**config.mk**
```make
export PLATFORM = sky130hd
export DESIGN_NAME = muldiv_seq
export DESIGN_NICKNAME = d
export VERILOG_FILES = /design/src/rtl/muldiv_pkg.sv /design/src/rtl/md_mul_step.sv /design/src/rtl/md_div_step.sv /design/src/rtl/md_ctrl.sv /design/src/rtl/muldiv_seq.sv
export SDC_FILE = /design/constraint.sdc
export NUM_CORES = 1
export LEC_CHECK = 0
export BUFFER_PORTS_ARGS = -buffer_cell sky130_fd_sc_hd__buf_2
export CELL_PAD_IN_SITES_DETAIL_PLACEMENT = 0
export CELL_PAD_IN_SITES_GLOBAL_PLACEMENT = 1
export CORE_ASPECT_RATIO = 1.1
export CORE_MARGIN = 2
export CORE_UTILIZATION = 45
export CTS_BUF_LIST = sky130_fd_sc_hd__clkbuf_2 sky130_fd_sc_hd__clkbuf_4 sky130_fd_sc_hd__clkbuf_8
export DETAILED_ROUTE_END_ITERATION = 16
export PLACE_DENSITY_LB_ADDON = 0.1
export REMOVE_ABC_BUFFERS = 1
export SETUP_SLACK_MARGIN = 0.1
export SLEW_MARGIN = 20
export SYNTH_ARGS = -nofsm -noshare
export SYNTH_HDL_FRONTEND = slang
export SYNTH_SLANG_ARGS = --single-unit
export TNS_END_PERCENT = 20
```
**constraint.sdc**
```tcl
create_clock -name clk -period 3.25 [get_ports clk]
set_input_delay 0.65 -clock clk [delete_from_list [all_inputs] [get_ports clk]]
set_output_delay 0.65 -clock clk [all_outputs]
set_load 0.01 [all_outputs]
```
**src/rtl/muldiv_pkg.sv**
```systemverilog
package muldiv_pkg;
  typedef enum logic [1:0] {
    ST_IDLE = 2'd0,
    ST_RUN  = 2'd1,
    ST_FIN  = 2'd2
  } md_state_e;

  typedef enum logic {
    OP_MUL = 1'b0,
    OP_DIV = 1'b1
  } md_op_e;
endpackage

```
**src/rtl/md_mul_step.sv**
```systemverilog
// One shift-and-add iteration: add the operand when the low MQ bit is set,
// then shift the carry/AC/MQ chain right by one place.
module md_mul_step #(
  parameter int W = 12
) (
  input  logic [W-1:0] acc_i,
  input  logic [W-1:0] mq_i,
  input  logic [W-1:0] opnd_i,
  output logic [W-1:0] acc_o,
  output logic [W-1:0] mq_o
);
  logic [W:0] sum;

  always_comb begin
    sum   = {1'b0, acc_i} + (mq_i[0] ? {1'b0, opnd_i} : {(W+1){1'b0}});
    acc_o = sum[W:1];
    mq_o  = {sum[0], mq_i[W-1:1]};
  end
endmodule

```
**src/rtl/md_div_step.sv**
```systemverilog
// One restoring iteration: shift AC:MQ left, trial-subtract the divisor
// from the widened partial remainder, and shift the quotient bit into MQ.
module md_div_step #(
  parameter int W = 12
) (
  input  logic [W-1:0] acc_i,
  input  logic [W-1:0] mq_i,
  input  logic [W-1:0] opnd_i,
  output logic [W-1:0] acc_o,
  output logic [W-1:0] mq_o
);
  logic [W:0] part;
  logic [W:0] dvsr;
  logic       fits;

  always_comb begin
    part  = {acc_i, mq_i[W-1]};
    dvsr  = {1'b0, opnd_i};
    fits  = (part >= dvsr);
    acc_o = fits ? W'(part - dvsr) : part[W-1:0];
    mq_o  = {mq_i[W-2:0], fits};
  end
endmodule

```
**src/rtl/md_ctrl.sv**
```systemverilog
// Sequencer: idle -> run (W iterations) -> finish, or idle -> finish directly
// when the request is an overflowed divide.
module md_ctrl
  import muldiv_pkg::*;
#(
  parameter int W = 12
) (
  input  logic clk,
  input  logic rst_n,
  input  logic accept_i,
  input  logic skip_i,
  output logic idle_o,
  output logic step_o,
  output logic fin_o
);
  localparam int CW = $clog2(W + 1);
  localparam logic [CW-1:0] ITER = CW'(W);
  localparam logic [CW-1:0] LAST = CW'(1);

  md_state_e      state_q;
  logic [CW-1:0]  cnt_q;

  always_ff @(posedge clk or negedge rst_n) begin
    if (!rst_n) begin
      state_q <= ST_IDLE;
      cnt_q   <= '0;
    end else begin
      unique case (state_q)
        ST_IDLE: if (accept_i) begin
          state_q <= skip_i ? ST_FIN : ST_RUN;
          cnt_q   <= ITER;
        end
        ST_RUN: begin
          cnt_q <= cnt_q - LAST;
          if (cnt_q == LAST) state_q <= ST_FIN;
        end
        ST_FIN:  state_q <= ST_IDLE;
        default: state_q <= ST_IDLE;
      endcase
    end
  end

  assign idle_o = (state_q == ST_IDLE);
  assign step_o = (state_q == ST_RUN);
  assign fin_o  = (state_q == ST_FIN);
endmodule

```
**src/rtl/muldiv_seq.sv**
```systemverilog
module muldiv_seq
  import muldiv_pkg::*;
#(
  parameter int W = 12
) (
  input  logic         clk,
  input  logic         rst_n,
  input  logic         in_valid,
  output logic         in_ready,
  input  logic         in_op,
  input  logic [W-1:0] in_ac,
  input  logic [W-1:0] in_mq,
  input  logic [W-1:0] in_opnd,
  output logic         res_valid,
  output logic [W-1:0] ac_out,
  output logic [W-1:0] mq_out,
  output logic         link_out
);
  logic         accept, skip, idle, step, fin;
  md_op_e       w_op;
  logic         w_ovf;
  logic [W-1:0] w_acc, w_mq, w_opnd;
  logic [W-1:0] m_acc, m_mq, d_acc, d_mq;

  assign in_ready = idle;
  assign accept   = in_valid && idle;
  assign skip     = in_op && ((in_opnd <= in_ac) || ((in_ac == '0) && (in_mq == '0)));

  md_ctrl #(.W(W)) ctrl_i (
    .clk      (clk),
    .rst_n    (rst_n),
    .accept_i (accept),
    .skip_i   (skip),
    .idle_o   (idle),
    .step_o   (step),
    .fin_o    (fin)
  );

  md_mul_step #(.W(W)) mul_i (
    .acc_i (w_acc), .mq_i (w_mq), .opnd_i (w_opnd),
    .acc_o (m_acc), .mq_o (m_mq)
  );

  md_div_step #(.W(W)) div_i (
    .acc_i (w_acc), .mq_i (w_mq), .opnd_i (w_opnd),
    .acc_o (d_acc), .mq_o (d_mq)
  );

  // working registers
  always_ff @(posedge clk or negedge rst_n) begin
    if (!rst_n) begin
      w_op   <= OP_MUL;
      w_ovf  <= 1'b0;
      w_acc  <= '0;
      w_mq   <= '0;
      w_opnd <= '0;
    end else if (accept) begin
      w_op   <= md_op_e'(in_op);
      w_ovf  <= skip;
      w_acc  <= in_op ? in_ac : '0;
      w_mq   <= in_mq;
      w_opnd <= in_opnd;
    end else if (step) begin
      w_acc <= (w_op == OP_DIV) ? d_acc : m_acc;
      w_mq  <= (w_op == OP_DIV) ? d_mq  : m_mq;
    end
  end

  // visible results, written only at completion
  always_ff @(posedge clk or negedge rst_n) begin
    if (!rst_n) begin
      ac_out    <= '0;
      mq_out    <= '0;
      link_out  <= 1'b0;
      res_valid <= 1'b0;
    end else begin
      res_valid <= fin;
      if (fin) begin
        ac_out   <= w_acc;
        mq_out   <= w_mq;
        link_out <= w_ovf;
      end
    end
  end
endmodule

```
==> results_dict.tcl, run 1 <==
set metrics [dict create \
    synth_largest_area_cell "dfrtp_1" \
    synth-simple-area-share_pct 14.7 \
    drt_iter0_drc 177 \
    ys_seq_area_share_pct 37.4 \
    cpPeakStageDelay_ns 0.43 \
    tns_ns 0 \
    final_cells 700 \
    num_vias 3972 \
    slew_headroom_pct 35.5 \
    clk_latency_ns 0.35 \
    p_leak_uw 0.00258 \
    synth_top_family_by_area "compound AO/OA/AOI/OAI gates" \
    ys_ff_latch 70 \
    cts_setup_buffers 0 \
    synth-compound-area-share_pct 20.4 \
    synthArstFlopShare_pct 100 \
    syn_to_final_growth_pct 13.9 \
    nNetsFinal 652 \
    final_hold_viol_count 0 \
    wl_per_cell_um 17.8 \
    reg2reg_depth 8 \
    routed_wirelength_um 12400 \
    clock_skew_ns 0.00834 \
    synth-xor-area-share_pct 2.61 \
    ir_drop_uv 387 \
    worstPathArrival_ns 3.20 \
    grt_pass1_vias 3998 \
    path_buf_inv 0 \
    period_share_pct 91.6 \
    synth_edf_count 0 \
    n_antenna_cell 0 \
    max_freq_mhz 336 \
    synth_cell_types 56 \
    via_per_inst 5.67 \
    p_per_area_nw_per_um2 1140 \
    cts_buffers 9 \
    ios 67 \
    cp_slowest_cell "dfrtp_1" \
    outcome "finished clean" \
    cp_cell_sequence "ha_1 -> a211oi_2 -> o21bai_1 -> a211o_1 -> a211oi_4 -> mux2_1 -> a222oi_1 -> o21ai_1" \
    place_inst 684 \
    synth_area_um2 4690 \
    critPathKind "reg2reg" \
    dr.pass1.iters 5 \
    synth_cells 509 \
    clock_sinks 70 \
    num_rows 39 \
    reg2reg_from "w_acc[5]" \
    synth_top_area_share_pct 37.4 \
    reg2reg_to "w_acc[4]" \
    initial_core_util_pct 45.8 \
    cp.required_ns 3.48 \
    start_kind "flip-flop" \
    postRouteAntennaNets 0 \
    gp_congestion 0.889 \
    cts.clk_slew.worst_paths_ns 0.08 \
    core_um2 10200 \
    grt_start_max_net_pins 71 \
    grt-ovfl-total 0 \
    crit_family "compound AO/OA/AOI/OAI gates" \
    drive_above_1_share_pct 20.3 \
    min_period_ns 2.98 \
    cts_max_level 3 \
    max_cap_violations 0 \
    setup_violations 0 \
    r2r_slack_ns 0.27 \
    synthFlopType "dfrtp_1" \
    grt_pass1_wl_um 20700 \
    slew_viol_final 0 \
    cts_tree "yes" \
    synthTopCellsByArea "dfrtp_1, ha_1, mux2_2" \
    dp_hpwl_um 9260 \
    rsz0062_at_grt "no" \
    cp_max_fo 7 \
    drc 0 \
    syn_area_per_cell_um2 9.21 \
    die_h_um 111 \
    muxShareOfSynthArea_pct 9.66 \
    hp-class "in2async" \
    antenna_found_initial 0 \
    port-buffer-count 66 \
    cts.path.max_buffers 2 \
    fp.dieW_um 101 \
    ys_warn_count 0 \
    whs_ns 0.415 \
    synthAdderAreaFrac_pct 11.0 \
    cts-root-buf "clkbuf_8" \
    track_usage_pct 23.7 \
    worst_slew_pin_slew_ns 0.967 \
    dieArea_um2 11300 \
    endpoint_kind "flip-flop" \
]
## repair_timing
item,CTS,global route
hold buffers,0,0
resized for setup,0,1
setup endpoints to repair,0,2
## worst max path at each step
stage	from	endpoint	slack, ns	depth (start not counted)
finish	w_acc[5]	w_acc[4]	0.27	8
detailed placement	w_acc[5]	w_acc[5]	0.33	8
global placement	w_acc[5]	w_acc[4]	0.39	8
floorplan	ctrl_i.state_q[1]	w_acc[10]	0.22	6
CTS	w_acc[5]	w_acc[4]	0.27	8
global route	w_acc[5]	w_acc[4]	0.10	8
## routing by layer
layer / vias to the layer above / global-route usage, % / wire length, um / part of all wire, %
met4: 0 / 10.9 / 406 / 3.3
met3: 25 / 3.28 / 614 / 4.9
met1: 1871 / 31.4 / 5470 / 44
li1: 1960 / - / - / -
met2: 116 / 37.9 / 5940 / 48
met5: - / 0 / 0 / 0
## layout make-up
cell class / instances / area, um2
Fill cell: 983 / 4910
Multi-Input combinational cell: 388 / 2740
Sequential cell: 70 / 1750
Timing Repair Buffer: 73 / 385
Tap cell: 123 / 154
Clock buffer: 10 / 138
Inverter: 30 / 113
Clock inverter: 6 / 61.3
## report_power, final
part           leakage (uW)  internal, uW  total [uW]  switching [uW]
Combinational       0.00160          1710        3790            2080
Sequential         0.000874          1280        1610             329
Clock              0.000102           372         720             347
Total               0.00258          3360        6110            2760
## Yosys cell counts, drive strengths merged (9+ instances only)
master	number
a21o	9
and2	15
mux2	26
a31oi	9
mux2i	16
clkbuf	20
a21oi	31
nand2	49
nor2	34
dfrtp	70
xnor2	11
o21ai	51
ha	38
inv	30
## sequential cells by signal (all words and copies together), names as in the netlist
register and flops:
ac_out 12, ctrl_i.cnt_q 4, ctrl_i.state_q 2, link_out 1, mq_out 12, res_valid 1, w_acc 12, w_mq 12
w_op 1, w_opnd 12, w_ovf 1
## through the flow
stage | power [uW] | util (%) | area [um2] | worst slack [ns]
2_1_floorplan | 4380 | - | 4600 | 0.217
3_3_place_gp | 5370 | 50.2 | 5140 | 0.385
3_5_place_dp | 5400 | 50.2 | 5140 | 0.328
4_1_cts | 6160 | 52.1 | 5340 | 0.267
5_1_grt | 6700 | 52.1 | 5340 | 0.102
6_report | 6110 | 52.1 | 5340 | 0.272
## layout by cell type (no fill, tap or decap), types with 10 or more instances in the layout
cell       n
xnor2_1   11
nand2_1   49
clkbuf_8  10
dfrtp_1   70
and2_1    15
mux2_2    23
o21ai_0   42
buf_2     65
a21oi_1   31
nor2_1    34
ha_1      38
inv_1     30
mux2i_1   16
## cell families (layout without fill, tap and decap cells)
logic type	after synthesis	in the layout
XOR/XNOR	14	14
buffers and inverters	51	119
adder cells (fa/ha/maj)	40	40
AND/OR/NAND/NOR	144	144
AO/OA/AOI/OAI	148	148
flip-flops	70	70
multiplexers	42	42
No activity file was read; power rests on OpenSTA's default activity.
==> run 2, diff against run 1 <==
--- a/config.mk
+++ b/config.mk
@@ -10,7 +10,7 @@
 export CELL_PAD_IN_SITES_GLOBAL_PLACEMENT = 1
 export CORE_ASPECT_RATIO = 1.1
 export CORE_MARGIN = 2
-export CORE_UTILIZATION = 45
+export CORE_UTILIZATION = 30
 export CTS_BUF_LIST = sky130_fd_sc_hd__clkbuf_2 sky130_fd_sc_hd__clkbuf_4 sky130_fd_sc_hd__clkbuf_8
 export DETAILED_ROUTE_END_ITERATION = 16
 export PLACE_DENSITY_LB_ADDON = 0.1
==> run 2 against run 1 <==
Against the previous run:
- fmax decreased by 2.2%
- register-to-register slack got worse by 0.07 ns
- sequential share of layout area decreased by 1.0 points
- utilization decreased by 16 points
- first-iteration DRC count increased by 17%
- routed wire length increased by 16%
- largest cell class unchanged
- highest routed layer unchanged
==> results_dict.tcl, run 2 (synthesis results as in run 1) <==
set metrics [dict create \
    outcome "finished clean" \
    final_cell_area_um2 5520 \
    final_hold_viol_count 0 \
    cp_slowest_cell "a211oi_4" \
    cts_resized 0 \
    slew_headroom_pct 36.0 \
    setup_violations 0 \
    cp.required_ns 3.50 \
    min_period_ns 3.05 \
    gp_congestion 0.815 \
    tns_ns 0 \
    grt_start_max_net_pins 71 \
    fp.dieW_um 123 \
    dr.pass1.iters 5 \
    grt-ovfl-total 0 \
    cts-hold-fix-buffers 0 \
    fillers 1624 \
    wl_per_cell_um 18.6 \
    num_rows 47 \
    grt_pass1_vias 4122 \
    cp_max_fo 7 \
    clock_sinks 70 \
    n_antenna_cell 0 \
    cts_buffers 9 \
    clk_latency_ns 0.38 \
    num_vias 4005 \
    via_per_inst 5.16 \
    drive_above_1_share_pct 20.9 \
    cts_setup_buffers 0 \
    use_met2_pct 32.2 \
    crit_family "compound AO/OA/AOI/OAI gates" \
    cts-root-buf "clkbuf_8" \
    track_usage_pct 18.2 \
    p_per_area_nw_per_um2 1170 \
    final_cells 776 \
    antenna_found_initial 0 \
    dp_hpwl_um 10800 \
    drt_iter0_drc 207 \
    cts.clk_slew.worst_paths_ns 0.09 \
    rsz0062_at_grt "yes" \
    port-buffer-count 66 \
    path_buf_inv 0 \
    syn_to_final_growth_pct 17.7 \
    grtUsageMet3_pct 3.37 \
    mostFrequentLayoutCell "dfrtp_1" \
    grt_util_met1_pct 22.5 \
    cts_tree "yes" \
    busiest_layer "met2" \
    p_leak_uw 0.00262 \
    worst_slew_pin_slew_ns 0.960 \
    power_uw 6470 \
    clock_skew_ns 0.0100 \
    placed_cell_area_um2 5260 \
    ios 67 \
    die_h_um 135 \
    drc 0 \
    grt_pass1_wl_um 22800 \
    critPathKind "reg2reg" \
    final_cell_mix "dfrtp_1, buf_2, nand2_1" \
    dieArea_um2 16600 \
    slew_viol_final 0 \
    cts_max_level 3 \
    initial_core_util_pct 30.9 \
    start_kind "flip-flop" \
    worstPathArrival_ns 3.30 \
    cpPeakStageDelay_ns 0.45 \
    max_cap_violations 0 \
    ir_drop_uv 406 \
    postRouteAntennaNets 0 \
    core_um2 15200 \
    routed_wirelength_um 14400 \
    cts.path.max_buffers 2 \
    hp-class "in2async" \
    fin_util_pct 36.4 \
    max_freq_mhz 328 \
    endpoint_kind "flip-flop" \
    place_inst 760 \
    nNetsFinal 655 \
    cp_cell_sequence "ha_1 -> a211oi_2 -> o21bai_1 -> a211o_1 -> a211oi_4 -> mux2_1 -> a222oi_1 -> o21ai_1" \
    period_share_pct 93.7 \
]
-- run 2: stage by stage --
stage               hold slack [ns]  setup slack [ns]
CTS                           0.458             0.235
floorplan                     0.354             0.217
detailed placement            0.476             0.263
global placement              0.469             0.331
finish                        0.397             0.204
global route                  0.476            0.0921
-- run 2: per-layer routing --
metal  routed length, um  vias to the layer above  part of all wire, %
met5                   0                        -                    0
met4                 128                        0                 0.89
met3                 393                        7                  2.7
met2                7430                       67                   51
met1                6480                     1959                   45
li1                    -                     1972                    -
-- run 2: worst reg2reg max path, cell delays in order, from the launching register on --
cell      delay, ns
dfrtp_1        0.44
ha_1           0.40
a211oi_2       0.31
o21bai_1       0.14
a211o_1        0.35
a211oi_4       0.45
mux2_1         0.38
a222oi_1       0.35
o21ai_1        0.10
-- run 2: final timing paths --
kind | end | depth (start not counted) | slack, ns | startpoint
max | w_acc[4] | 8 | 0.20 | w_acc[5]
min | w_opnd[5] | 1 | 0.40 | rst_n
max reg2reg | w_acc[4] | 8 | 0.20 | w_acc[5]
min reg2reg | ac_out[0] | 2 | 0.49 | ac_out[0]
max in group asynchronous | w_mq[6] | 1 | 2.20 | rst_n
min in group clk | w_mq[5] | 3 | 0.49 | in_mq[5]
-- run 2: power breakdown --
group	total, uW	switching (uW)	internal, uW
Sequential	1600	329	1280
Combinational	3930	2210	1720
Clock	930	377	553
Total	6470	2920	3550
-- run 2: layout make-up --
cell class	count	area, um2	area share [%]
clock buffers	11	151	2.74
flip-flops and latches	70	1750	31.7
well taps	196	245	4.44
repair buffers	76	408	7.39
multi-input cells	388	2750	49.8
clock inverters	5	104	1.88
inverters	30	113	2.04
==> run 3, diff against run 2 <==
==> constraint.sdc (replaced) <==
create_clock -name clk -period 3.9 [get_ports clk]
set_input_delay 0.78 -clock clk [delete_from_list [all_inputs] [get_ports clk]]
set_output_delay 0.78 -clock clk [all_outputs]
set_load 0.01 [all_outputs]
==> run 3 against run 2 <==
Against the previous run:
- global-route usage decreased by 0.16 points
- sequential share of layout area increased by 0.31 points
- highest routed layer unchanged
- final area decreased by 0.95%
- clock power decreased by 25%
- largest cell class unchanged
- non-clock buffer count decreased by 5
- clock-buffer cell count unchanged
- utilization decreased by 0.35 points
- fmax decreased by 3.1%
==> results_dict.tcl, run 3 (synthesis results as in run 1) <==
set metrics [dict create \
    ir_drop_uv 290 \
    endpoint_kind "flip-flop" \
    start_kind "flip-flop" \
    final_cell_mix "dfrtp_1, buf_2, nand2_1" \
    cts-hold-fix-buffers 0 \
    cts.path.max_buffers 2 \
    ios 67 \
    worstPathArrival_ns 3.38 \
    r2r_slack_ns 0.76 \
    clk_latency_ns 0.37 \
    critPathKind "reg2reg" \
    cts_buffers 9 \
    cts.clk_slew.worst_paths_ns 0.08 \
    setup_violations 0 \
    reg2reg_from "w_acc[6]" \
    grt_pass1_wl_um 22300 \
    mostFrequentLayoutCell "dfrtp_1" \
    initial_core_util_pct 30.9 \
    clock_skew_ns 0.0125 \
    cts_resized 0 \
    core_um2 15200 \
    port-buffer-count 66 \
    drive_above_1_share_pct 20.0 \
    cts-root-buf "clkbuf_8" \
    hp-class "in2async" \
    fin_ws_ns 0.757 \
    cp.required_ns 4.14 \
    rsz0062_at_grt "no" \
    multiInputGateArea_um2 2740 \
    grt_start_max_net_pins 71 \
    grt_pass1_vias 3980 \
    gp_congestion 0.791 \
    drc 0 \
    power_uw 5220 \
    p_leak_uw 0.00259 \
    max_freq_mhz 318 \
    min_period_ns 3.14 \
    max_cap_violations 0 \
    syn_to_final_growth_pct 16.5 \
    period_share_pct 80.6 \
    reg2reg_to "w_acc[2]" \
    clock_sinks 70 \
    p_per_area_nw_per_um2 955 \
    final_hold_viol_count 0 \
    dieArea_um2 16600 \
    slew_viol_final 0 \
    whs_ns 0.332 \
    outcome "finished clean" \
    dp_hpwl_um 10400 \
    via_per_inst 5.10 \
    dp_slack_ns 0.786 \
    grt-ovfl-total 0 \
    nNetsFinal 650 \
    routed_wirelength_um 14100 \
    dr.pass1.iters 4 \
    reg2reg_depth 8 \
    track_usage_pct 18.0 \
    startpoint "w_acc[6]" \
    num_vias 3932 \
    n_antenna_cell 0 \
    drt_iter0_drc 210 \
    worst_slew_pin_slew_ns 1.05 \
    postRouteAntennaNets 0 \
    slew_headroom_pct 30.3 \
    cp_max_fo 8 \
    cts_max_level 3 \
    antenna_found_initial 0 \
    seqCellArea_um2 1750 \
    cts_setup_buffers 0 \
    num_rows 47 \
    tns_ns 0 \
    cts_tree "yes" \
    wl_per_cell_um 18.3 \
    die_h_um 135 \
    crit_end "w_acc[2]" \
    fillers 1599 \
    fp.dieW_um 123 \
    fin_util_pct 36.0 \
]
run 3: critical path, cell delays in order, from the launching register on:
cell      delay, ns
dfrtp_1        0.46
ha_1           0.40
o21ai_0        0.30
o21bai_1       0.16
a211o_1        0.37
a211oi_4       0.57
mux2_1         0.38
a222oi_1       0.30
o21ai_1        0.09
run 3: final cells by class:
class	instances	area share (%)
Tap cell	196	4.49
Sequential cell	70	32.1
Clock inverter	5	1.49
Clock buffer	11	2.66
Multi-Input combinational cell	388	50.1
Timing Repair Buffer	71	7.14
Inverter	30	2.06
run 3: power by group:
| part | total, uW | switching [uW] | internal (uW) |
|---|---|---|---|
| clock network | 694 | 308 | 386 |
| registers | 1370 | 305 | 1060 |
| logic | 3160 | 1760 | 1400 |
| total | 5220 | 2370 | 2850 |
run 3: per-layer routing:
| layer | GRT usage [%] | share of wire, % | vias to the layer above |
|---|---|---|---|
| met5 | 0 | 0 | - |
| met1 | 23.3 | 45 | 1869 |
| li1 | - | - | 1965 |
| met4 | 7.26 | 2.1 | 0 |
| met3 | 2.69 | 3.9 | 16 |
| met2 | 29.9 | 49 | 82 |
run 3: stage by stage:
| step | cell area, um2 | std cells |
|---|---|---|
| after floorplan | 4600 | 488 |
| after global placement | 5210 | 754 |
| final | 5470 | 771 |
| after detailed placement | 5210 | 754 |
| after global routing | 5470 | 771 |
| after CTS | 5440 | 770 |
run 3: worst min path at each step:
stage           from        end  slack, ns  depth (start not counted)
2_1_floorplan  w_ovf      w_ovf       0.44                          2
3_3_place_gp   w_ovf      w_ovf       0.47                          2
3_5_place_dp   w_ovf      w_ovf       0.46                          2
4_1_cts        w_ovf      w_ovf       0.49                          2
5_1_grt        rst_n  ac_out[4]       0.34                          1
6_report       rst_n  ac_out[4]       0.33                          1
